`config.mk`:
```
export PLATFORM = sky130hd
export DESIGN_NAME = pfd_abl_top
export DESIGN_NICKNAME = d
export VERILOG_FILES = /design/src/rtl/pfd_pkg.sv /design/src/rtl/pfd_edge_det.sv /design/src/rtl/pfd_abl_timer.sv /design/src/rtl/pfd_abl_top.sv
export SDC_FILE = /design/constraint.sdc
export NUM_CORES = 1
export LEC_CHECK = 0
export ABC_AREA = 1
export CAP_MARGIN = 20
export CELL_PAD_IN_SITES_DETAIL_PLACEMENT = 0
export CELL_PAD_IN_SITES_GLOBAL_PLACEMENT = 1
export CORE_AREA = 2 2 39 41
export DETAILED_ROUTE_END_ITERATION = 8
export DIE_AREA = 0 0 41 43
export DONT_BUFFER_PORTS = 1
export GPL_TIMING_DRIVEN = 0
export MAX_ROUTING_LAYER = met4
export PLACE_DENSITY_LB_ADDON = 0.1
export SYNTH_ARGS = -nofsm -noshare
export SYNTH_HDL_FRONTEND = slang
export SYNTH_SLANG_ARGS = --single-unit
```
`constraint.sdc`:
```
create_clock -name clk_i -period 1.35 [get_ports clk_i]
set_clock_uncertainty 0.2 [all_clocks]
set_input_delay 0.27 -clock clk_i [delete_from_list [all_inputs] [get_ports clk_i]]
set_output_delay 0.27 -clock clk_i [all_outputs]
set_load 0.005 [all_outputs]
```
`src/rtl/pfd_pkg.sv`:
```
package pfd_pkg;

    typedef enum logic [1:0] {
        PM_HIZ     = 2'd0,
        PM_TRACK   = 2'd1,
        PM_PUSH_UP = 2'd2,
        PM_PUSH_DN = 2'd3
    } pump_mode_e;

endpackage

```
`src/rtl/pfd_edge_det.sv`:
```
module pfd_edge_det (
    input  logic clk_i,
    input  logic rst_i,
    input  logic sig_i,
    output logic rise_o
);
    logic prev_d, prev_q;

    always_comb begin
        prev_d = sig_i;
    end

    always_ff @(posedge clk_i) begin
        if (rst_i) prev_q <= 1'b0;
        else       prev_q <= prev_d;
    end

    assign rise_o = sig_i & ~prev_q;
endmodule

```
`src/rtl/pfd_abl_timer.sv`:
```
module pfd_abl_timer #(
    parameter int ABL_W = 2
) (
    input  logic             clk_i,
    input  logic             rst_i,
    input  logic             run_i,
    input  logic             flush_i,
    input  logic [ABL_W-1:0] lim_i,
    output logic             expire_o
);
    logic [ABL_W-1:0] cnt_d, cnt_q;

    always_comb begin
        expire_o = run_i && (cnt_q == lim_i);
        if (flush_i || !run_i || expire_o) cnt_d = '0;
        else                               cnt_d = cnt_q + 1'b1;
    end

    always_ff @(posedge clk_i) begin
        if (rst_i) cnt_q <= '0;
        else       cnt_q <= cnt_d;
    end
endmodule

```
`src/rtl/pfd_abl_top.sv`:
```
module pfd_abl_top
    import pfd_pkg::*;
#(
    parameter int ABL_W   = 2,
    parameter int ICODE_W = 3
) (
    input  logic               clk_i,
    input  logic               rst_i,
    input  logic               ref_i,
    input  logic               fb_i,
    input  logic [ABL_W-1:0]   abl_sel_i,
    input  logic [1:0]         mode_i,
    input  logic [ICODE_W-1:0] icode_i,
    output logic               up_o,
    output logic               dn_o,
    output logic               oe_o,
    output logic [ICODE_W-1:0] icode_o
);
    localparam int NCH   = 2;
    localparam int OVL_W = ABL_W + 1;
    localparam int OVL_MAX = 1 << ABL_W;

    typedef struct packed {
        logic               up;
        logic               dn;
        pump_mode_e         mode;
        logic [ICODE_W-1:0] icode;
    } pfd_state_t;

    pfd_state_t s_d, s_q;
    logic [NCH-1:0] pulse_in;
    logic [NCH-1:0] rise;
    logic           mode_chg;
    logic           abl_expire;

    assign pulse_in = {fb_i, ref_i};

    // one edge detector per compared input
    for (genvar ch = 0; ch < NCH; ch++) begin : g_edge
        pfd_edge_det u_edge (
            .clk_i  (clk_i),
            .rst_i  (rst_i),
            .sig_i  (pulse_in[ch]),
            .rise_o (rise[ch])
        );
    end

    assign mode_chg = (mode_i != s_q.mode);

    pfd_abl_timer #(.ABL_W(ABL_W)) u_timer (
        .clk_i    (clk_i),
        .rst_i    (rst_i),
        .run_i    (s_q.up & s_q.dn),
        .flush_i  (mode_chg),
        .lim_i    (abl_sel_i),
        .expire_o (abl_expire)
    );

    always_comb begin
        s_d       = s_q;
        s_d.icode = icode_i;
        s_d.mode  = pump_mode_e'(mode_i);
        if (mode_chg || s_q.mode != PM_TRACK || abl_expire) begin
            s_d.up = 1'b0;
            s_d.dn = 1'b0;
        end else begin
            s_d.up = s_q.up | rise[0];
            s_d.dn = s_q.dn | rise[1];
        end
    end

    always_ff @(posedge clk_i) begin
        if (rst_i) begin
            s_q.up    <= 1'b0;
            s_q.dn    <= 1'b0;
            s_q.mode  <= PM_HIZ;
            s_q.icode <= '0;
        end else begin
            s_q <= s_d;
        end
    end

    always_comb begin
        up_o    = ((s_q.mode == PM_TRACK) & s_q.up) | (s_q.mode == PM_PUSH_UP);
        dn_o    = ((s_q.mode == PM_TRACK) & s_q.dn) | (s_q.mode == PM_PUSH_DN);
        oe_o    = (s_q.mode != PM_HIZ);
        icode_o = s_q.icode;
    end

    // run length of the overlap, used only by the checks below
    logic [OVL_W-1:0] ovl_d, ovl_q;

    always_comb begin
        if (up_o && dn_o && ovl_q != OVL_W'(OVL_MAX)) ovl_d = ovl_q + 1'b1;
        else if (up_o && dn_o)                        ovl_d = ovl_q;
        else                                          ovl_d = '0;
    end

    always_ff @(posedge clk_i) begin
        if (rst_i) ovl_q <= '0;
        else       ovl_q <= ovl_d;
    end

    a_r3_abl_bound: assert property (@(posedge clk_i) disable iff (rst_i)
        (up_o && dn_o) |-> (ovl_q < OVL_W'(OVL_MAX)));

    a_r3_clear_together: assert property (@(posedge clk_i) disable iff (rst_i)
        ($fell(up_o) && $stable(s_q.mode)) |-> $fell(dn_o));

    a_r5_hiz: assert property (@(posedge clk_i) disable iff (rst_i)
        (mode_i == 2'd0) |=> (!oe_o && !up_o && !dn_o));

    a_r6_force_up: assert property (@(posedge clk_i) disable iff (rst_i)
        (mode_i == 2'd2) |=> (oe_o && up_o && !dn_o));

    a_r6_force_dn: assert property (@(posedge clk_i) disable iff (rst_i)
        (mode_i == 2'd3) |=> (oe_o && dn_o && !up_o));

    a_r8_icode: assert property (@(posedge clk_i) disable iff (rst_i)
        1'b1 |=> (icode_o == $past(icode_i)));
endmodule

```
* After elaboration in Yosys (flattened, before gate mapping)
Cells that the tools add are included.
** Storage, ports and cells
- Register bits :: 11
- Bits in latches :: 0
- RAM bits :: 0
- Memory bits (read-only) :: 0
- Output and inout port bits :: 6
- Memories kept :: 0
** Operators by class
- $add $sub $neg :: 1
- $mul :: 0
- Div/mod/pow operators :: 0
- Order comparisons :: 0
- Equality and inequality tests :: 6
- Shift operators :: 0
- Mux-type cells :: 0
- Bitwise operators :: 11
- Reductions and logical operators :: 9
** Operator list (count)
- $and 1x1->1 :: 5
- $eq 2x2->1 const B :: 2
- $logic_or 1x1->1 :: 4
- $or 1x1->1 :: 4
- $reduce_or 2->1 :: 2
- $add 2x1->2 const B :: 1
- $eq 2x1->1 const B :: 1
- $eq 2x2->1 :: 1
- $ne 2x1->1 const B :: 1
- $ne 2x2->1 :: 1
- $not 1->1 :: 2
- $reduce_bool 2->1 :: 1
- $logic_and 1x1->1 :: 1
- $logic_not 1->1 :: 1

* Depth between registers and ports, before layout
- Depth in word-level cells :: 5
- Mapped depth :: 6
- Depth with buffers taken out :: 6

* Hierarchy
A second synthesis with hierarchy kept.
** Unflattened totals
- Cell total of the unflattened synthesis :: 71
- Area total of the unflattened synthesis :: 485.5 µm²
** By module, submodules not included
- pfd_abl_top :: times used 1, cells each 44, area each 299.0 µm², seq. area each 140.1 µm²
- pfd_abl_timer :: times used 1, cells each 19, area each 123.9 µm², seq. area each 40.0 µm²
- pfd_edge_det :: times used 2, cells each 4, area each 31.3 µm², seq. area each 20.0 µm²

* Least setup slack after synthesis
No wires, ideal clock.
- Path type :: reg2out
- Start point :: reg s_q[4] (netlist name)
- End point :: out up_o
- Arrival :: 0.597 ns
- Data required time :: 0.880 ns
- Setup slack :: 0.283 ns
- Stages on the path, launching flop included :: 3
- Path buffers :: 0
- Cells stage by stage :: dfxtp_1 > inv_2 > o21ai_0
** Between the ends
- Word-level cells in the longest chain between the ends :: 3
** RTL lines
- from (decl) :: line pfd_abl_top.sv:30 : pfd_state_t s_d, s_q;
- $eq 2x1->1 :: line pfd_abl_top.sv:84 : up_o = ((s_q.mode == PM_TRACK) & s_q.up) | (s_q.mode == PM_PUSH_UP);
- $and 1x1->1 :: line pfd_abl_top.sv:84
- $or 1x1->1 * :: line pfd_abl_top.sv:84
- to (decl) :: line pfd_abl_top.sv:14 : output logic up_o,
Mark *: on every way between the ends. The rest lies on a longest branch, timed or not.

* Worst setup path in the final report
- Start point :: reg s_q[3] (netlist name)
- End point :: out dn_o
** Between the ends
- Word-level cells in the longest chain between the ends :: 3
** RTL lines
- $eq 2x1->1 :: line pfd_abl_top.sv:85 : dn_o = ((s_q.mode == PM_TRACK) & s_q.dn) | (s_q.mode == PM_PUSH_DN);
- $and 1x1->1 :: line pfd_abl_top.sv:85
- $or 1x1->1 * :: line pfd_abl_top.sv:85
- to (decl) :: line pfd_abl_top.sv:15 : output logic dn_o,
Marks and branches as above.

==> impl_table.tex <==
\begin{tabular}{lr}
\hline
Metric & Value \\
\hline
\multicolumn{2}{l}{\textbf{GRT}} \\
Largest net degree at the start of global routing & 9 \\
Vias in the first global route & 380 \\
All-Layer GR Usage & 0.120 \\
Antenna violations before repair & 0 \\
Sum of overflow across all layers after global routing & 0 \\
Wire length of the first global-routing pass & $\sim$1400 um \\
\multicolumn{2}{l}{\textbf{Power and ir drop}} \\
Internal power consumption & 0.485 mW \\
Combinational cell fraction of total power & 0.102 \\
Worst IR Drop VDD & roughly 0.46 mV \\
Cell Pwr Density & 1050 nW/um2 \\
Sw frac & 0.228 \\
Relative contribution of the clock network to total power & 0.352 \\
Leakage & 0.301 nW \\
Fraction of power consumed by sequential logic & 0.546 \\
Switching pwr & 0.143 mW \\
\multicolumn{2}{l}{\textbf{Routing}} \\
Total length of routed wires & 805 um \\
Initial DRT Pass Iterations & 4 \\
Overall via count from detail\_route & 394 \\
Avg Vias per Cell & slightly above 4 \\
Residual DRC & 0 \\
Number of DRC markers in iteration 0 & 2 \\
Post-detailed-route wirelength per cell & 8.39 um \\
Count of nets left with antenna violations after detail routing & 0 \\
\multicolumn{2}{l}{\textbf{Logic synthesis}} \\
Number of flip-flops and latches in the synthesized netlist & 11 \\
Post-synthesis cell type with the largest combined area & dfxtp\_1 \\
Net Count, Synth & 80 \\
Number of flops mapped to enable cells by yosys & 0 \\
Post-synth ARST share & 0 \\
Netlist cell types & 12 \\
Register area share after synthesis & 0.466 \\
Post-synthesis instance area & 473 um2 \\
Synth warn & 0 \\
Top cell type's share of synthesized area & 0.466 \\
Synthesized instance count & between 60 and 70 \\
Cell with the most instances after synthesis & nor2\_1 \\
Syn Area/Cell & 6.85 um2 \\
Most used standard cells in the synthesized netlist & nor2\_1, nand2\_1, inv\_1, dfxtp\_1, buf\_4 \\
Main synth FF type & dfxtp\_1 \\
Top cells by area, synth & dfxtp\_1, nor2\_1, nand2\_1, inv\_1, buf\_4 \\
\multicolumn{2}{l}{\textbf{Floorplanning}} \\
Initial Util & 0.342 \\
Die Span Y & 43 um \\
I/O pin total & 17 \\
Std-Cell Rows & 14 \\
Width of the die & between 40 and 50 um \\
Die area & 1760 um2 \\
Core outline area & between 1000 and 1500 um2 \\
\multicolumn{2}{l}{\textbf{CTS}} \\
Latest clock arrival within the worst-skew pair & 0.26 ns \\
Clock buffer depth & 2 \\
CTS tree & done \\
Number of buffers created by CTS & 3 \\
Cell chosen for the clock root & clkbuf\_4 \\
Maximum level of the CTS H-tree & 1 \\
Clock-pin slew reported for the worst setup and hold paths after clock tree synthesis & 0.07 ns \\
Num Clock Sinks & 11 \\
Buffers inserted during post-CTS setup optimization & 0 \\
\multicolumn{2}{l}{\textbf{Job}} \\
Max-cap viol count & 0 \\
\multicolumn{2}{l}{\textbf{Worst hold path}} \\
Hold/Removal Path Class & primary input to register \\
\multicolumn{2}{l}{\textbf{Worst setup path}} \\
Worst r2r dst & u\_timer.cnt\_q[0] \\
CP required & 0.88 ns \\
Type of destination of the critical path & output port \\
Worst setup path endpoint & dn\_o \\
Worst Setup SP & s\_q[3] \\
Crit start category & register \\
Arrival time of the worst setup path & slightly above 0.8 ns \\
Largest fanout on the critical path & 4 \\
Number of cells traversed by the worst register-to-register path & 6 \\
Reg-to-reg startpoint & s\_q[4] \\
Worst reg2reg setup slack & between 0.2 and 0.3 ns \\
Type of the setup path with the least slack & register to output port \\
\multicolumn{2}{l}{\textbf{STA}} \\
Min setup slack post-route & 0.0505 ns \\
Total setup violations reported at the end of the flow & 0 \\
Worst slew slack as a fraction of its limit & 0.888 \\
Crit path time final & 1.30 ns \\
Period Utilization, post-route & 0.963 \\
Timing-limited maximum frequency & slightly below 800 MHz \\
Number of pins with negative max-slew slack in the final report & 0 \\
Hold WS & around 0.022 ns \\
Tightest Pin Transition & $\sim$0.17 ns \\
Final count of hold timing violations & 0 \\
Setup repair after global routing missed its margin & no \\
Final setup TNS & 0 ns \\
\multicolumn{2}{l}{\textbf{Layout}} \\
Synth-to-Final Area Change & 27.0\% \\
Total non-filler cell area in the finished layout & 601 um2 \\
Antenna cell count & 0 \\
Fraction of final layout cells sized beyond drive strength 1 & 0.188 \\
Final core area utilization & 0.434 \\
Number of nets at the end of the flow & 92 \\
\multicolumn{2}{l}{\textbf{Place}} \\
Quantity of I/O buffers inserted on ports & 0 \\
RD Place Congestion & 0.576 \\
Half-perimeter wire length after placement & $\sim$610 um \\
Post-Place Setup Slack & 0.229 ns \\
Dpl cell area & about 490 um2 \\
\multicolumn{2}{l}{\textbf{Status}} \\
Status & completed \\
\hline
\end{tabular}
[flip-flops by register name (all words and copies together) (netlist names)]
name and count:
u_timer.cnt_q 2, g_edge.u_edge.prev_q 2, icode_o 3, s_q 4
[placed cells by master, fill, tap and decap left out]
cell            n
nand2_1        14
nor2_1         18
nand3_2         2
xnor2_1         1
clkbuf_1        1
inv_2           2
clkbuf_4        3
nor2_2          1
dlygate4sd3_1   7
dfxtp_1         9
inv_1          12
o21ai_2         1
nor3_1          1
dfxtp_2         2
buf_4           4
nand3_1         2
[power by group through the flow]
stage	logic, mW	registers [mW]	clock network (mW)
after global routing	0.0730	0.344	0.255
after CTS	0.0642	0.342	0.235
final	0.0643	0.343	0.221
after global placement	0.0475	0.349	0
after detailed placement	0.0479	0.349	0
after floorplan	0.0411	0.348	0
[through the flow]
stage,power (mW),std cells
final,0.628,96
after global routing,0.671,96
after CTS,0.641,96
after detailed placement,0.397,85
after global placement,0.396,85
after floorplan,0.389,69
[how the worst min path moves through the flow]
stage | from | end | slack [ns] | depth (start not counted)
floorplan | icode_i[0] | icode_o[0] | 0.18 | 2
global placement | icode_i[2] | icode_o[2] | 0.18 | 2
detailed placement | icode_i[1] | icode_o[1] | 0.18 | 2
CTS | rst_i | s_q[4] | 0.02 | 2
global route | mode_i[1] | s_q[6] | 0.03 | 3
finish | rst_i | s_q[4] | 0.02 | 2
[routing by layer]
metal  vias to the layer above  wire (um)  global-route usage  share of wire
li1                        220          -                   -              -
met1                       161        398               0.125           0.49
met2                        11        353               0.178           0.44
met3                         2         43              0.0314          0.053
met4                         0         10               0.100          0.012
met5                         -          0                   -              0
[final cells by class]
cell class | instances | area, um2
Sequential cell | 11 | 223
Buffer | 4 | 30.0
Multi-Input combinational cell | 40 | 179
Fill cell | 158 | 783
Tap cell | 16 | 20.0
Timing Repair Buffer | 7 | 70.1
Clock buffer | 4 | 26.3
Inverter | 14 | 52.6
[timing repair]
item,CTS,global route
hold endpoints to repair,7,0
endpoints found under the setup margin,1,2
hold buffers,7,0
gates resized for setup,2,3
[critical path, cell delays in order, from the launching register on]
cell     delay [ns]
dfxtp_2        0.37
inv_2          0.06
nor2_1         0.14
[cells by family (layout without fill, tap and decap cells)]
group | count (synthesis) | in the layout | share of synthesized area
buffers and inverters | 18 | 29 | 0.175
flip-flops | 11 | 11 | 0.466
AO/OA/AOI/OAI | 1 | 1 | 0.0106
AND/OR/NAND/NOR | 38 | 38 | 0.331
XOR/XNOR | 1 | 1 | 0.0185
No activity file was read; power rests on OpenSTA's default activity.
